$ cat src/rtl/brk_pkg.sv
package brk_pkg;
    localparam int DATA_W  = 32;
    localparam int IDX_W   = 3;
    localparam int BD_BIT  = 13;
    localparam int BS_BIT  = 14;
    localparam int BT_BIT  = 15;
    localparam int GD_BIT  = 13;
    localparam logic [IDX_W-1:0] STAT_IDX = 3'd6;
    localparam logic [IDX_W-1:0] CTL_IDX  = 3'd7;

    typedef struct packed {
        logic [DATA_W-1:0] stat;
        logic [DATA_W-1:0] ctl;
        logic              exc;
        logic              ud;
    } brk_state_t;

    function automatic logic [DATA_W-1:0] stat_mask(int nbp);
        logic [DATA_W-1:0] m;
        m = '0;
        for (int i = 0; i < nbp; i++) m[i] = 1'b1;
        m[BD_BIT] = 1'b1;
        m[BS_BIT] = 1'b1;
        m[BT_BIT] = 1'b1;
        return m;
    endfunction

    function automatic logic [DATA_W-1:0] ctl_mask(int nbp);
        logic [DATA_W-1:0] m;
        m = '0;
        for (int i = 0; i < 2*nbp; i++) m[i] = 1'b1;
        m[GD_BIT] = 1'b1;
        return m;
    endfunction

    function automatic logic [DATA_W-1:0] local_mask(int nbp);
        logic [DATA_W-1:0] m;
        m = '0;
        for (int i = 0; i < nbp; i++) m[2*i] = 1'b1;
        return m;
    endfunction
endpackage

$ cat src/rtl/brk_enable_decode.sv
module brk_enable_decode #(
    parameter int NUM_BP = 4
) (
    input  logic [2*NUM_BP-1:0] ctl_en_bits,
    output logic [NUM_BP-1:0]   bp_en
);
    for (genvar i = 0; i < NUM_BP; i++) begin : g_en
        // per-task enable or persistent enable
        assign bp_en[i] = ctl_en_bits[2*i] | ctl_en_bits[2*i+1];
    end
endmodule

$ cat src/rtl/brk_access_decode.sv
module brk_access_decode
    import brk_pkg::*;
(
    input  logic             acc_vld,
    input  logic             acc_wr,
    input  logic [IDX_W-1:0] acc_idx,
    input  logic             ext_on,
    input  logic             gd_on,
    output logic             ud_hit,
    output logic             bd_trap,
    output logic             go,
    output logic             wr_stat,
    output logic             wr_ctl,
    output logic             rd_stat,
    output logic             rd_ctl
);
    logic             alias_zone;
    logic [IDX_W-1:0] eff_idx;

    always_comb begin
        alias_zone = (acc_idx == 3'd4) || (acc_idx == 3'd5);
        eff_idx    = acc_idx;
        if (!ext_on && alias_zone) eff_idx = {2'b11, acc_idx[0]};
        ud_hit  = acc_vld && ext_on && alias_zone;
        bd_trap = acc_vld && !ud_hit && gd_on;
        go      = acc_vld && !ud_hit && !gd_on;
        wr_stat = go &&  acc_wr && (eff_idx == STAT_IDX);
        wr_ctl  = go &&  acc_wr && (eff_idx == CTL_IDX);
        rd_stat = go && !acc_wr && (eff_idx == STAT_IDX);
        rd_ctl  = go && !acc_wr && (eff_idx == CTL_IDX);
    end
endmodule

$ cat src/rtl/brk_event_merge.sv
module brk_event_merge
    import brk_pkg::*;
#(
    parameter int NUM_BP = 4
) (
    input  logic [NUM_BP-1:0] bp_hit,
    input  logic [NUM_BP-1:0] bp_en,
    input  logic              step_done,
    input  logic              trap_flag,
    input  logic              task_sw,
    input  logic              task_trap,
    input  logic              bd_trap,
    output logic [DATA_W-1:0] set_bits,
    output logic              exc_any
);
    logic bs_ev, bt_ev;

    always_comb begin
        bs_ev    = step_done && trap_flag;
        bt_ev    = task_sw && task_trap;
        set_bits = '0;
        set_bits[NUM_BP-1:0] = bp_hit;
        set_bits[BD_BIT] = bd_trap;
        set_bits[BS_BIT] = bs_ev;
        set_bits[BT_BIT] = bt_ev;
        exc_any  = (|(bp_hit & bp_en)) || bs_ev || bt_ev || bd_trap;
    end
endmodule

$ cat src/rtl/brkpt_ctl_unit.sv
module brkpt_ctl_unit
    import brk_pkg::*;
#(
    parameter int NUM_BP = 4
) (
    input  logic              clk,
    input  logic              rst_n,
    input  logic [NUM_BP-1:0] bp_hit,
    input  logic              step_done,
    input  logic              trap_flag,
    input  logic              task_sw,
    input  logic              task_trap,
    input  logic              dr_vld,
    input  logic              dr_wr,
    input  logic [IDX_W-1:0]  dr_idx,
    input  logic [DATA_W-1:0] dr_wdata,
    input  logic              dbg_ext,
    output logic              acc_go,
    output logic [DATA_W-1:0] rd_data,
    output logic              dbg_exc,
    output logic              ud_req,
    output logic [DATA_W-1:0] stat_reg,
    output logic [DATA_W-1:0] ctl_reg
);
    localparam logic [DATA_W-1:0] S_MASK = stat_mask(NUM_BP);
    localparam logic [DATA_W-1:0] C_MASK = ctl_mask(NUM_BP);
    localparam logic [DATA_W-1:0] L_MASK = local_mask(NUM_BP);
    localparam logic [DATA_W-1:0] G_MASK = C_MASK & ~L_MASK;

    brk_state_t st_d, st_q;

    logic [NUM_BP-1:0] bp_en;
    logic ud_hit, bd_trap, wr_stat, wr_ctl, rd_stat, rd_ctl;
    logic [DATA_W-1:0] set_bits;
    logic exc_any;

    brk_enable_decode #(.NUM_BP(NUM_BP)) u_en (
        .ctl_en_bits (st_q.ctl[2*NUM_BP-1:0]),
        .bp_en       (bp_en)
    );

    brk_access_decode u_acc (
        .acc_vld (dr_vld),
        .acc_wr  (dr_wr),
        .acc_idx (dr_idx),
        .ext_on  (dbg_ext),
        .gd_on   (st_q.ctl[GD_BIT]),
        .ud_hit  (ud_hit),
        .bd_trap (bd_trap),
        .go      (acc_go),
        .wr_stat (wr_stat),
        .wr_ctl  (wr_ctl),
        .rd_stat (rd_stat),
        .rd_ctl  (rd_ctl)
    );

    brk_event_merge #(.NUM_BP(NUM_BP)) u_ev (
        .bp_hit    (bp_hit),
        .bp_en     (bp_en),
        .step_done (step_done),
        .trap_flag (trap_flag),
        .task_sw   (task_sw),
        .task_trap (task_trap),
        .bd_trap   (bd_trap),
        .set_bits  (set_bits),
        .exc_any   (exc_any)
    );

    always_comb begin
        st_d = st_q;
        if (wr_stat) st_d.stat = dr_wdata & S_MASK;
        st_d.stat = st_d.stat | set_bits;
        if (wr_ctl)  st_d.ctl  = dr_wdata & C_MASK;
        if (task_sw) st_d.ctl  = st_d.ctl & ~L_MASK;
        st_d.exc = exc_any;
        st_d.ud  = ud_hit;
    end

    always_ff @(posedge clk) begin
        if (!rst_n) st_q <= '0;
        else        st_q <= st_d;
    end

    always_comb begin
        rd_data = '0;
        if (rd_stat) rd_data = st_q.stat;
        if (rd_ctl)  rd_data = st_q.ctl;
    end

    assign dbg_exc  = st_q.exc;
    assign ud_req   = st_q.ud;
    assign stat_reg = st_q.stat;
    assign ctl_reg  = st_q.ctl;


    l_clear_chk: assert property (@(posedge clk) disable iff (!rst_n)
        task_sw |=> ((ctl_reg & L_MASK) == '0));

    g_keep_chk: assert property (@(posedge clk) disable iff (!rst_n)
        (task_sw && !wr_ctl) |=> ((ctl_reg & G_MASK) == $past(ctl_reg & G_MASK)));

    sticky_chk: assert property (@(posedge clk) disable iff (!rst_n)
        !wr_stat |=> ((stat_reg & $past(stat_reg)) == $past(stat_reg)));

    bp_exc_chk: assert property (@(posedge clk) disable iff (!rst_n)
        (|(bp_hit & bp_en)) |=> dbg_exc);

    bd_flag_chk: assert property (@(posedge clk) disable iff (!rst_n)
        bd_trap |=> (dbg_exc && stat_reg[BD_BIT]));

    bd_block_chk: assert property (@(posedge clk) disable iff (!rst_n)
        bd_trap |-> !acc_go);

    ud_block_chk: assert property (@(posedge clk) disable iff (!rst_n)
        ud_req |-> !$past(acc_go));
endmodule

$ cat config.mk
export PLATFORM = sky130hd
export DESIGN_NAME = brkpt_ctl_unit
export DESIGN_NICKNAME = d
export VERILOG_FILES = /design/src/rtl/brk_pkg.sv /design/src/rtl/brk_enable_decode.sv /design/src/rtl/brk_access_decode.sv /design/src/rtl/brk_event_merge.sv /design/src/rtl/brkpt_ctl_unit.sv
export SDC_FILE = /design/constraint.sdc
export NUM_CORES = 1
export LEC_CHECK = 0
export BUFFER_PORTS_ARGS = -buffer_cell sky130_fd_sc_hd__buf_2
export CORE_ASPECT_RATIO = 1.5
export CORE_UTILIZATION = 40
export CTS_BUF_LIST = sky130_fd_sc_hd__clkbuf_16
export DETAILED_ROUTE_END_ITERATION = 7
export PLACE_DENSITY = 0.95
export SYNTH_ARGS = -nofsm -noshare
export SYNTH_HDL_FRONTEND = slang
export SYNTH_SLANG_ARGS = --single-unit
$ cat constraint.sdc
create_clock -name clk -period 2.2 [get_ports clk]
set_clock_uncertainty 0.1 [all_clocks]
set_input_delay 0.44 -clock clk [delete_from_list [all_inputs] [get_ports clk]]
set_output_delay 0.44 -clock clk [all_outputs]
set_load 0.1 [all_outputs]
==> results.sh, run 1 <==
export IMPL_dpl_hpwl_mm=2.869
export IMPL_syn_instance_count=191
export IMPL_crit_path_start_kind="register"
export IMPL_ios=147
export IMPL_seqCellArea_um2=360.3
export IMPL_root_buffer="clkbuf_16"
export IMPL_timing_hold_violations_final=0
export IMPL_finalWorstPathRequiredPeriod_ns=2.090
export IMPL_wl_per_cell_um=12.85
export IMPL_antenna_cells=0
export IMPL_rsz0062_at_grt="false"
export IMPL_async_flop_share_pct=0
export IMPL_drc=0
export IMPL_dpl_cell_area_um2=1809
export IMPL_end_kind="output pin"
export IMPL_synth_area_per_cell_um2=8.071
export IMPL_start_util_pct=41.86
export IMPL_drv_cap=0
export IMPL_period_share_pct=95.01
export IMPL_ys_top_cells_by_area="buf_4 34%, dfxtp_1 23%, nand4_1 5.7%, a21oi_1 3.9%, o31ai_1 3.9%"
export IMPL_num_fill_cells=334
export IMPL_clk_pin_slew_ns=0.05
export IMPL_drtIter0Drc=31
export IMPL_fp_dieW_um=52.69
export IMPL_ys_seq_elements=18
export IMPL_largest_register_ff_count=9
export IMPL_core_um2=3682
export IMPL_cp_max_fo=5
export IMPL_final_layout_size_suffix_gt1_share_pct=32.23
export IMPL_intPower_mw=0.6510
export IMPL_fin_cells=285
export IMPL_cts_tree="yes"
export IMPL_grt_start_max_net_pins=20
export IMPL_num_rows=27
export IMPL_postCtsHoldBufs=0
export IMPL_clock_latency_ns=0.25
export IMPL_ys_warn_count=0
export IMPL_seqPwrFrac_pct=23.4
export IMPL_synthFlopType="dfxtp_1"
export IMPL_grt_pass1_vias=1200
export IMPL_crit_required_ns=1.66
export IMPL_max_freq_mhz=478.4
export IMPL_die_h_um=78.03
export IMPL_synthDistinctLibCells=32
export IMPL_cts_sinks=18
export IMPL_peakVddDrop_mv=0.6099
export IMPL_hold_class="in2reg"
export IMPL_place_congestion=0.9312
export IMPL_final_max_slew_viol_count=0
export IMPL_p_leak_nw=0.9670
export IMPL_firstDrtPassIters=4
export IMPL_num_vias=1380
export IMPL_crit_arrival_ns=1.55
export IMPL_dieArea_um2=4111
export IMPL_ys_seq_area_share_pct=23.38
export IMPL_switching_share_pct=56.30
export IMPL_synth_top_cell_by_area="buf_4"
export IMPL_total_power_mw=1.490
export IMPL_synth_edf_count=0
export IMPL_p_comb_share_pct=51.7
export IMPL_h_tree_depth=1
export IMPL_io_buffer_count=56
export IMPL_cellPowerDensity_nw_per_um2=785.4
export IMPL_antenna_found_initial=0
export IMPL_via_per_inst=4.842
export IMPL_grtUsageTotal_pct=18.10
export IMPL_multi_input_area_um2=898.4
export IMPL_cts_buffer_depth=2
export IMPL_setup_violations_final=0
export IMPL_grt_pass1_wl_mm=5.540
export IMPL_area_delta_synth_final_pct=23.05
export IMPL_wirelength_mm=3.662
export IMPL_finalInstanceArea_um2=1897
export IMPL_crit_type="reg2out"
export IMPL_nNetsFinal=291
export IMPL_synth_top_area_share_pct=34.09
export IMPL_power_switching_mw=0.8387
export IMPL_netlist_area_um2=1541
export IMPL_dp_cells=281
export IMPL_status="complete, no violations"
export IMPL_cts_buffers=3
export IMPL_p_clk_share_pct=24.9
export IMPL_grt_overflow=0
export IMPL_ant_nets=0
==> logic make-up (layout without fill, tap and decap cells) <==
group	Yosys count	in the layout	share of synthesized area (%)
buffers and inverters	84	67	38.88
flip-flops	18	18	23.38
AO/OA/AOI/OAI	37	37	16.56
other	1	69	0.2433
multiplexers	4	4	2.598
AND/OR/NAND/NOR	47	47	18.34
==> power groups by stage <==
stage | clock, mW | sequential (mW) | combinational [mW]
CTS | 0.373 | 0.348 | 0.765
finish | 0.371 | 0.348 | 0.770
detailed placement | 0 | 0.355 | 0.764
global route | 0.381 | 0.351 | 0.790
global placement | 0 | 0.355 | 0.761
floorplan | 0 | 0.445 | 0.702
==> final timing paths <==
check,startpoint,to,slack (ns),cells past startpoint
max,ctl_reg[13]$_SDFFE_PN0P_,rd_data[7],0.11,4
min,dr_wdata[7],ctl_reg[7]$_SDFFE_PN0P_,0.34,3
max reg2reg,ctl_reg[13]$_SDFFE_PN0P_,stat_reg[13]$_SDFF_PN0_,0.81,4
min reg2reg,ctl_reg[0]$_SDFFE_PP0P_,ctl_reg[0]$_SDFFE_PP0P_,0.40,2
==> per-stage QoR <==
step           util [%]  hold WS, ns  setup WS [ns]  setup TNS [ns]
2_1_floorplan         -       0.4002        -0.4372          -2.926
3_3_place_gp      49.13       0.3889        0.09770               0
3_5_place_dp      49.13       0.3953        0.08903               0
4_1_cts           51.27       0.3393        0.02423               0
5_1_grt           51.51       0.3711        0.03149               0
6_report          51.51       0.3386         0.1098               0
==> worst max-delay path: stages, from the launching register on <==
cell and delay [ns]:
dfxtp_1 0.34, nand2b_1 0.21, nor4b_4 0.31, and3_2 0.26, buf_12 0.17
==> placed cells by master, fill, tap and decap left out, drive strengths merged <==
| cell type | count |
|---|---|
| a21o | 2 |
| nand4b | 1 |
| nand4 | 14 |
| nand2b | 3 |
| a41oi | 1 |
| a21oi | 12 |
| a31oi | 1 |
| nor2b | 2 |
| clkbuf | 3 |
| nor4b | 1 |
| inv | 2 |
| o21ai | 4 |
| o211a | 2 |
| and3 | 6 |
| nand3 | 3 |
| a22oi | 1 |
| clkinv | 1 |
| o31ai | 8 |
| buf | 61 |
| dfxtp | 18 |
| conb | 69 |
| nor2 | 10 |
| nor3b | 2 |
| and3b | 1 |
| and4 | 1 |
| o311a | 4 |
| o31a | 2 |
| mux2i | 4 |
| nand2 | 2 |
| nor3 | 1 |
==> final cells by class <==
type / instances / area share [%]
timing repair buffer: 61 / 26.25
tap: 43 / 2.836
clock buffer: 3 / 3.958
inverter: 2 / 0.3958
clock inverter: 1 / 0.1979
sequential: 18 / 19.00
multi-input combinational: 157 / 47.36
==> repair_timing <==
action,in CTS,in global routing
endpoints found under the setup margin,0,4
setup buffers,0,0
gates resized for setup,0,1
==> synthesized netlist by cell type, types with 3 or more instances <==
| library cell | n |
|---|---|
| o31ai_1 | 8 |
| buf_4 | 70 |
| clkbuf_1 | 5 |
| nor2_1 | 10 |
| dfxtp_1 | 18 |
| buf_2 | 5 |
| mux2i_1 | 4 |
| and3_1 | 5 |
| o311a_1 | 4 |
| a21oi_1 | 12 |
| nand4_1 | 14 |
| nand2b_1 | 3 |
| o21ai_0 | 4 |
| nand3_1 | 3 |
==> routing by layer <==
layer / routed length (um) / global-route usage, %
met1: 1268 / 18.46
met2: 1960 / 32.41
met3: 341 / 3.876
met4: 91 / 10.00
met5: 0 / 0
Note: power is estimated with default switching activity, not from simulation.
==> run 2, diff against run 1 <==
==> constraint.sdc (replaced) <==
create_clock -name clk -period 2.2 [get_ports clk]
set_clock_uncertainty 0.1 [all_clocks]
set_input_delay 0.22 -clock clk [delete_from_list [all_inputs] [get_ports clk]]
set_output_delay 0.22 -clock clk [all_outputs]
set_load 0.1 [all_outputs]
==> run 2 against run 1 <==
  * Critical path type unchanged
  * Largest cell class unchanged
  * Sequential power about the same
  * Critical endpoint is now rd_data[5]
  * First-iteration DRC count rose by 58%
  * Hold slack got worse by 0.22 ns
==> results.sh, run 2 (same netlist as run 1, synthesis figures left out) <==
export IMPL_r2r_end="stat_reg[3]$_SDFF_PN0_"
export IMPL_cts_buffers=3
export IMPL_largest_register_ff_count=9
export IMPL_grt_overflow=0
export IMPL_wl_per_cell_um=12.86
export IMPL_cts_buffer_depth=2
export IMPL_wl_met2_mm=2.002
export IMPL_firstDrtPassIters=5
export IMPL_root_buffer="clkbuf_16"
export IMPL_cts_setup_buffers=0
export IMPL_fp_dieW_um=52.69
export IMPL_end_kind="output pin"
export IMPL_fin_cells=285
export IMPL_final_common_cell="conb_1"
export IMPL_num_vias=1396
export IMPL_core_um2=3682
export IMPL_setup_violations_final=0
export IMPL_ios=147
export IMPL_dp_slack_ns=0.5091
export IMPL_finalInstanceArea_um2=1869
export IMPL_rsz0062_at_grt="false"
export IMPL_cts_resized=0
export IMPL_via_per_inst=4.898
export IMPL_fin_util_pct=50.76
export IMPL_cellPowerDensity_nw_per_um2=791.6
export IMPL_timing_hold_violations_final=0
export IMPL_ant_nets=0
export IMPL_max_freq_mhz=509.4
export IMPL_hold_slack_ns=0.1194
export IMPL_grt_pass1_wl_mm=5.747
export IMPL_crit_type="reg2out"
export IMPL_clk_pin_slew_ns=0.05
export IMPL_die_h_um=78.03
export IMPL_num_rows=27
export IMPL_drv_cap=0
export IMPL_crit_arrival_ns=1.64
export IMPL_antenna_found_initial=0
export IMPL_start_util_pct=41.86
export IMPL_crit_path_end="rd_data[5]"
export IMPL_crit_required_ns=1.88
export IMPL_wl_met1_mm=1.215
export IMPL_h_tree_depth=1
export IMPL_hold_depth=3
export IMPL_ff2ff_path_depth=4
export IMPL_peakVddDrop_mv=0.5335
export IMPL_highest_layer="met4"
export IMPL_cts_tree="yes"
export IMPL_grt_start_max_net_pins=20
export IMPL_final_max_slew_viol_count=0
export IMPL_dpl_hpwl_mm=2.973
export IMPL_period_share_pct=89.24
export IMPL_dpl_cell_area_um2=1790
export IMPL_fin_setup_tns_ns=0
export IMPL_drc=0
export IMPL_finalWorstPathRequiredPeriod_ns=1.963
export IMPL_setup_ws_ns=0.2367
export IMPL_mostFrequentLayoutCells="69 x conb_1, 45 x buf_2, 17 x dfxtp_1"
export IMPL_crit_path_start_kind="register"
export IMPL_r2r_slack_ns=0.84
export IMPL_area_delta_synth_final_pct=21.27
export IMPL_io_buffer_count=56
export IMPL_postCtsHoldBufs=0
export IMPL_grtUsageTotal_pct=18.92
export IMPL_drtIter0Drc=49
export IMPL_total_power_mw=1.480
export IMPL_status="complete, no violations"
export IMPL_cp_max_fo=5
export IMPL_antenna_cells=0
export IMPL_wirelength_mm=3.664
export IMPL_cp_startpoint="ctl_reg[13]$_SDFFE_PN0P_"
export IMPL_hold_class="in2reg"
export IMPL_dr_wl_met3_um=355
export IMPL_p_leak_nw=0.9597
export IMPL_clock_latency_ns=0.25
export IMPL_nNetsFinal=291
export IMPL_dp_cells=281
export IMPL_reg2reg_from="ctl_reg[13]$_SDFFE_PN0P_"
export IMPL_dieArea_um2=4111
export IMPL_grt_pass1_vias=1234
export IMPL_cts_sinks=18
export IMPL_final_layout_size_suffix_gt1_share_pct=30.99
export IMPL_place_congestion=0.8291
==> run 2: cell counts in the layout (fill, tap and decap cells not counted) <==
Identical to the previous run, type by type.
==> run 2: final cells by class <==
cell class,count,area [um^2]
clock buffers,3,75.07
clock inverters,1,3.754
repair buffers,61,483.0
flip-flops and latches,18,361.6
fillers,351,1813
inverters,2,7.507
well taps,43,53.80
multi-input cells,157,884.6
==> run 2: worst min path at each step <==
stage / to / slack (ns) / from
4_1_cts: ctl_reg[4]$_SDFFE_PP0P_ / 0.12 / dr_wdata[4]
2_1_floorplan: ud_req$_SDFF_PN0_ / 0.26 / dr_vld
6_report: ctl_reg[4]$_SDFFE_PP0P_ / 0.12 / dr_wdata[4]
5_1_grt: ctl_reg[4]$_SDFFE_PP0P_ / 0.14 / dr_wdata[4]
3_5_place_dp: ctl_reg[4]$_SDFFE_PP0P_ / 0.38 / dr_wdata[4]
3_3_place_gp: ctl_reg[5]$_SDFFE_PN0P_ / 0.38 / dr_wdata[5]
==> run 2: metal layers <==
metal	GRT usage, %	up-vias
met1	18.27	642
met5	0	-
met2	35.70	105
met3	5.233	9
li1	-	640
met4	7.368	0
==> run 2: worst max-delay path: stages, from the launching register on <==
cell      delay (ns)
dfxtp_2         0.34
nand2b_1        0.17
nor4b_2         0.41
and3_1          0.28
buf_12          0.19
==> run 2: where the power goes <==
part,switching [mW],leakage [nW],internal (mW),total (mW)
clock,0.125,0.0385,0.242,0.367
sequential,0.00969,0.148,0.340,0.349
combinational,0.698,0.773,0.0646,0.763
total,0.833,0.960,0.646,1.48
